## config.mk

```make
export PLATFORM = sky130hd
export DESIGN_NAME = wake_wdog
export DESIGN_NICKNAME = d
export VERILOG_FILES = /design/src/rtl/wake_wdog_pkg.sv /design/src/rtl/wdog_reload_reg.sv /design/src/rtl/wdog_countdown.sv /design/src/rtl/wdog_status.sv /design/src/rtl/wake_wdog.sv
export SDC_FILE = /design/constraint.sdc
export NUM_CORES = 1
export LEC_CHECK = 0
export ABC_AREA = 1
export CORE_UTILIZATION = 50
export CTS_CLUSTER_SIZE = 8
export DETAILED_ROUTE_END_ITERATION = 8
export GPL_ROUTABILITY_DRIVEN = 0
export HOLD_SLACK_MARGIN = 0.05
export PLACE_DENSITY = 0.73
export RECOVER_POWER = 25
export SETUP_SLACK_MARGIN = 0.2
export SLEW_MARGIN = 30
export SYNTH_ARGS = -nofsm -noshare
export SYNTH_HDL_FRONTEND = slang
export SYNTH_HIERARCHICAL = 1
export SYNTH_SLANG_ARGS = --single-unit
```

## constraint.sdc

```tcl
create_clock -name clk_i -period 4.2 [get_ports clk_i]
set_input_delay 0.63 -clock clk_i [delete_from_list [all_inputs] [get_ports clk_i]]
set_output_delay 0.63 -clock clk_i [all_outputs]
set_load 0.005 [all_outputs]
```

## src/rtl/wake_wdog_pkg.sv

```systemverilog
package wake_wdog_pkg;
   // Resolution when a wake request and a host clear coincide
   typedef enum logic {
      PRIO_WAKE  = 1'b0,
      PRIO_CLEAR = 1'b1
   } wdog_prio_e;

   localparam int unsigned WDOG_CNT_W_DEF = 16;
   localparam int unsigned WDOG_CNT_W_MAX = 32;
endpackage

```

## src/rtl/wdog_reload_reg.sv

```systemverilog
module wdog_reload_reg #(
   parameter int unsigned CNT_W = 16
) (
   input  logic             clk_i,
   input  logic             rst_ni,
   input  logic             we_i,
   input  logic [CNT_W-1:0] wdata_i,
   output logic [CNT_W-1:0] value_o,
   output logic             enabled_o
);
   logic [CNT_W-1:0] value_q;

   always_ff @(posedge clk_i) begin
      if (!rst_ni)   value_q <= '0;
      else if (we_i) value_q <= wdata_i;
   end

   assign value_o   = value_q;
   assign enabled_o = (value_q != '0);

   // the stored count changes only on a write
   p_hold_no_write_r9: assert property (@(posedge clk_i) disable iff (!rst_ni)
      !we_i |=> value_q == $past(value_q));
endmodule

```

## src/rtl/wdog_countdown.sv

```systemverilog
module wdog_countdown
   import wake_wdog_pkg::*;
#(
   parameter int unsigned CNT_W = 16,
   parameter wdog_prio_e  PRIO  = PRIO_CLEAR
) (
   input  logic             clk_i,
   input  logic             rst_ni,
   input  logic             wake_i,
   input  logic             clr_i,
   input  logic             enabled_i,
   input  logic [CNT_W-1:0] reload_i,
   output logic             fire_o
);
   localparam logic [CNT_W-1:0] ONE = CNT_W'(1);

   logic [CNT_W-1:0] cnt_q, cnt_d;
   logic             load, cancel, expire, fire_q;

   generate
      if (PRIO == PRIO_CLEAR) begin : g_clear_wins
         assign cancel = clr_i;
         assign load   = wake_i && enabled_i && !clr_i;
      end else begin : g_wake_wins
         assign load   = wake_i && enabled_i;
         assign cancel = clr_i && !load;
      end
   endgenerate

   always_comb begin
      cnt_d = cnt_q;
      if (cancel)              cnt_d = '0;
      else if (load)           cnt_d = reload_i;
      else if (cnt_q != '0)    cnt_d = cnt_q - ONE;
   end

   assign expire = (cnt_q == ONE) && !cancel && !load;

   always_ff @(posedge clk_i) begin
      if (!rst_ni) begin
         cnt_q  <= '0;
         fire_q <= 1'b0;
      end else begin
         cnt_q  <= cnt_d;
         fire_q <= expire;
      end
   end

   assign fire_o = fire_q;

   p_decrement_r2: assert property (@(posedge clk_i) disable iff (!rst_ni)
      (cnt_q != '0 && !cancel && !load) |=> cnt_q == $past(cnt_q) - ONE);
   p_fire_from_one_r2: assert property (@(posedge clk_i) disable iff (!rst_ni)
      fire_q |-> $past(cnt_q) == ONE);
   p_clear_cancels_r3: assert property (@(posedge clk_i) disable iff (!rst_ni)
      (clr_i && !wake_i) |=> (cnt_q == '0 && !fire_q));
   p_zero_reload_r4: assert property (@(posedge clk_i) disable iff (!rst_ni)
      (!enabled_i && cnt_q == '0) |=> cnt_q == '0);
   p_single_pulse_r7: assert property (@(posedge clk_i) disable iff (!rst_ni)
      fire_q |=> !fire_q);
endmodule

```

## src/rtl/wdog_status.sv

```systemverilog
module wdog_status
   import wake_wdog_pkg::*;
#(
   parameter wdog_prio_e PRIO = PRIO_CLEAR
) (
   input  logic clk_i,
   input  logic rst_ni,
   input  logic wake_i,
   input  logic clr_i,
   output logic status_o
);
   logic set, reset_bit, status_q;

   generate
      if (PRIO == PRIO_CLEAR) begin : g_clear_wins
         assign reset_bit = clr_i;
         assign set       = wake_i && !clr_i;
      end else begin : g_wake_wins
         assign set       = wake_i;
         assign reset_bit = clr_i && !wake_i;
      end
   endgenerate

   always_ff @(posedge clk_i) begin
      if (!rst_ni)        status_q <= 1'b0;
      else if (reset_bit) status_q <= 1'b0;
      else if (set)       status_q <= 1'b1;
   end

   assign status_o = status_q;

   p_status_set_r6: assert property (@(posedge clk_i) disable iff (!rst_ni)
      (wake_i && !clr_i) |=> status_q);
   p_status_clear_r6: assert property (@(posedge clk_i) disable iff (!rst_ni)
      (clr_i && !wake_i) |=> !status_q);
   p_status_hold_r6: assert property (@(posedge clk_i) disable iff (!rst_ni)
      (!clr_i && !wake_i) |=> status_q == $past(status_q));
endmodule

```

## src/rtl/wake_wdog.sv

```systemverilog
module wake_wdog
   import wake_wdog_pkg::*;
#(
   parameter int unsigned CNT_W = WDOG_CNT_W_DEF,
   parameter wdog_prio_e  PRIO  = PRIO_CLEAR
) (
   input  logic             clk_i,
   input  logic             rst_ni,
   input  logic             cnt_we_i,
   input  logic [CNT_W-1:0] cnt_wdata_i,
   input  logic             wake_req_i,
   input  logic             host_clr_i,
   output logic             wake_status_o,
   output logic             notify_req_o
);
   initial begin : g_param_check
      if (CNT_W < 2 || CNT_W > WDOG_CNT_W_MAX)
         $fatal(1, "wake_wdog: CNT_W must lie in 2..%0d", WDOG_CNT_W_MAX);
   end

   logic [CNT_W-1:0] reload;
   logic             enabled;

   wdog_reload_reg #(.CNT_W(CNT_W)) u_reload (
      .clk_i     (clk_i),
      .rst_ni    (rst_ni),
      .we_i      (cnt_we_i),
      .wdata_i   (cnt_wdata_i),
      .value_o   (reload),
      .enabled_o (enabled)
   );

   wdog_countdown #(.CNT_W(CNT_W), .PRIO(PRIO)) u_count (
      .clk_i     (clk_i),
      .rst_ni    (rst_ni),
      .wake_i    (wake_req_i),
      .clr_i     (host_clr_i),
      .enabled_i (enabled),
      .reload_i  (reload),
      .fire_o    (notify_req_o)
   );

   wdog_status #(.PRIO(PRIO)) u_status (
      .clk_i    (clk_i),
      .rst_ni   (rst_ni),
      .wake_i   (wake_req_i),
      .clr_i    (host_clr_i),
      .status_o (wake_status_o)
   );

   // outputs idle in the first cycle out of reset
   p_reset_idle_r1: assert property (@(posedge clk_i)
      !rst_ni |=> (!notify_req_o && !wake_status_o));
endmodule

```

==> summary.md <==
| Metric | Value |
|---|---|
| Worst min path class | `reg2reg` |
| Synth Area per Inst | `between 6 and 7 um2` |
| Worst Skew | `around 0.0066 ns` |
| Worst path max stage delay | `0.84 ns` |
| Setup crit start kind | `input pin` |
| Vias in the first global route | `1,694` |
| Cts repair resizes | `0` |
| Critical path type | `in2reg` |
| WL per Instance | `10.9 um` |
| Critical Path AT | `2.35 ns` |
| Final setup TNS | `0 ns` |
| IO Pins | `23` |
| CP top delay family | `buffers and inverters` |
| GR Overflow Total | `0` |
| Initial Util | `53.9%` |
| Area growth, synth to finish | `20.2%` |
| PwrDens | `533 nW/um2` |
| Post-synthesis register bit count | `34` |
| Num Clock Sinks | `34` |
| DP Area | `2090 um2` |
| H-tree Lvls | `2` |
| Final Setup Violations | `0` |
| Worst Max-Slew Pin Slew | `0.486 ns` |
| Syn. warnings | `6` |
| Initial antenna violation count | `0` |
| Root Driver | `clkbuf_8` |
| Vias per std cell | `roughly 4.9` |
| Post-detail-place hpwl | `about 2800 um` |
| CORE AREA | `approximately 3400 um2` |
| Cells along the critical path | `dlygate4sd3_1, nand2_1, inv_1, nand2_1, nor2_1` |
| # DRC | `0` |
| Hold Worst Slack | `0.485 ns` |
| Seq/Total Area, Yosys | `36.7%` |
| Crit-path slowest cell | `dlygate4sd3_1` |
| Post-synth cell types | `22` |
| Total GRT Usage | `23.7%` |
| Area of the mapped netlist | `1860 um2` |
| Critical path capture point type | `flip-flop` |
| R2r setup slk | `2.43 ns` |
| DR iter-0 viols | `~110` |
| Max-cap violation count | `0` |
| Die Ht | `roughly 63 um` |
| Row cnt | `21` |
| FILL cells | `345` |
| Clock-pin slew on the worst setup and hold paths | `0.07 ns` |
| Port bufs | `22` |
| Buffers plus inverters on the worst setup path | `2` |
| DRT Pass-1 Iters | `4` |
| Period utilisation layout | `50.7%` |
| Status | `complete, no violations` |
| Leakage | `1.05 nW` |
| Num CTS Buffers | `5` |
| Final Net Count | `roughly 330` |
| Design area | `2230 um2` |
| Cells after Synth | `roughly 290` |
| Global-route wire length before repair | `7380 um` |
| CTS tree | `yes` |
| Most common cell after layout, fill and taps aside | `nor2_1` |
| Final min period | `2.13 ns` |
| Post-CTS Setup Inserts | `0` |
| Max Fclk | `approximately 470 MHz` |
| Synth top area share | `36.7%` |
| Diodes inserted | `0` |
| Worst rel slew slack | `67.5%` |
| Max-slew violations | `0` |
| Syn_nets | `311` |
| Vias | `1,772` |
| Leading area contributor after synthesis | `dfxtp_1` |
| Commonest cells after routing, fill and taps aside | `76 x nor2_1, 63 x nand2_1, 34 x dfxtp_1` |
| Critical Path RT | `4.42 ns` |
| Most area-consuming cells after synthesis | `dfxtp_1 37%, nor2_1 15%, nand2_1 13%` |
| RSZ-0062 raised after global routing | `false` |
| Die Wd | `62.9 um` |
| CP most frequent cell | `nand2_1` |
| Share of cells above drive strength 1 | `10.9%` |
| Post-CTS Hold Buffers | `0` |
| Clock Latency Late Sink | `roughly 0.29 ns` |
| Largest net degree at the start of global routing | `28` |
| Total Wirelength | `3890 um` |
| Crit-path max FO | `18` |
| Die area | `3960 um2` |
| Final ANT Viol Nets | `0` |
| Max VDD drop | `0.000250 V` |
| Clock Tree Buf Depth | `2` |
| Fin. Hold Viols | `0` |
## through the flow
stage	std cells	power [mW]	setup slack, ns	util, %
6_report	358	1.19	2.07	64.8
5_1_grt	358	1.28	1.94	64.8
4_1_cts	358	1.20	2.15	64.8
3_5_place_dp	350	0.819	1.84	60.7
3_3_place_gp	350	0.813	1.89	60.7
2_1_floorplan	288	0.733	2.69	-
## synthesized netlist by cell type, drive strengths merged
master,n
nor2,87
nand2,66
dfxtp,34
nand3,30
inv,26
o21ai,24
or2,8
buf,6
a21oi,3
ha,2
nor3,1
o211ai,1
## layout make-up
cell class / instances / area, um2 / share of cell area (%)
multi-input cells: 222 / 1030 / 46.3
flip-flops and latches: 34 / 681 / 30.5
repair buffers: 22 / 220 / 9.87
inverters: 26 / 97.6 / 4.37
clock buffers: 6 / 82.6 / 3.70
clock inverters: 2 / 60.1 / 2.69
well taps: 46 / 57.6 / 2.58
## worst register-to-register path, stage by stage, from the launching register on
cell and delay, ns:
dfxtp_1 0.35, nor2_1 0.06, nand2_1 0.06, nor2_1 0.05
nand2_1 0.06, nand2_1 0.08, nor2_4 0.23, inv_2 0.24
or2_2 0.33, nand2_1 0.06, inv_1 0.04, nand2_1 0.06
nor2_1 0.04
## power breakdown
group / switching, mW / internal (mW) / total [mW]
Combinational: 0.263 / 0.160 / 0.423
Clock: 0.122 / 0.253 / 0.375
Sequential: 0.0329 / 0.358 / 0.391
## logic make-up after synthesis
| group | after synthesis | share of synthesized area (%) |
|---|---|---|
| and+or+nand+nor | 192 | 46.6 |
| DFF | 34 | 36.7 |
| buffers and inverters | 32 | 7.69 |
| AOI/OAI and AO/OA | 28 | 7.69 |
| adders and majority gates | 2 | 1.35 |
## sequential cells by signal, indices dropped and copies added (netlist names)
register / cells
u_reload/value_o: 16
u_count/cnt_q: 16
u_status/status_o: 1
u_count/fire_o: 1
## per-layer routing
metal	up-vias	wire, um	GRT usage [%]
met5	-	0	0
met4	0	61	10.2
met3	7	133	5.66
met2	40	1750	38.3
met1	779	1950	29.8
li1	946	-	-
## path summary, 6_finish.rpt
| kind | to | start | depth (start not counted) |
|---|---|---|---|
| setup / recovery | u_count/cnt_q[6] | rst_ni | 5 |
| setup reg to reg | u_count/cnt_q[11] | u_reload/value_o[12] | 12 |
| hold reg to reg | u_status/status_o | u_status/status_o | 2 |
| hold / removal | u_status/status_o | u_status/status_o | 2 |
Power figures use the tool's default switching activity.
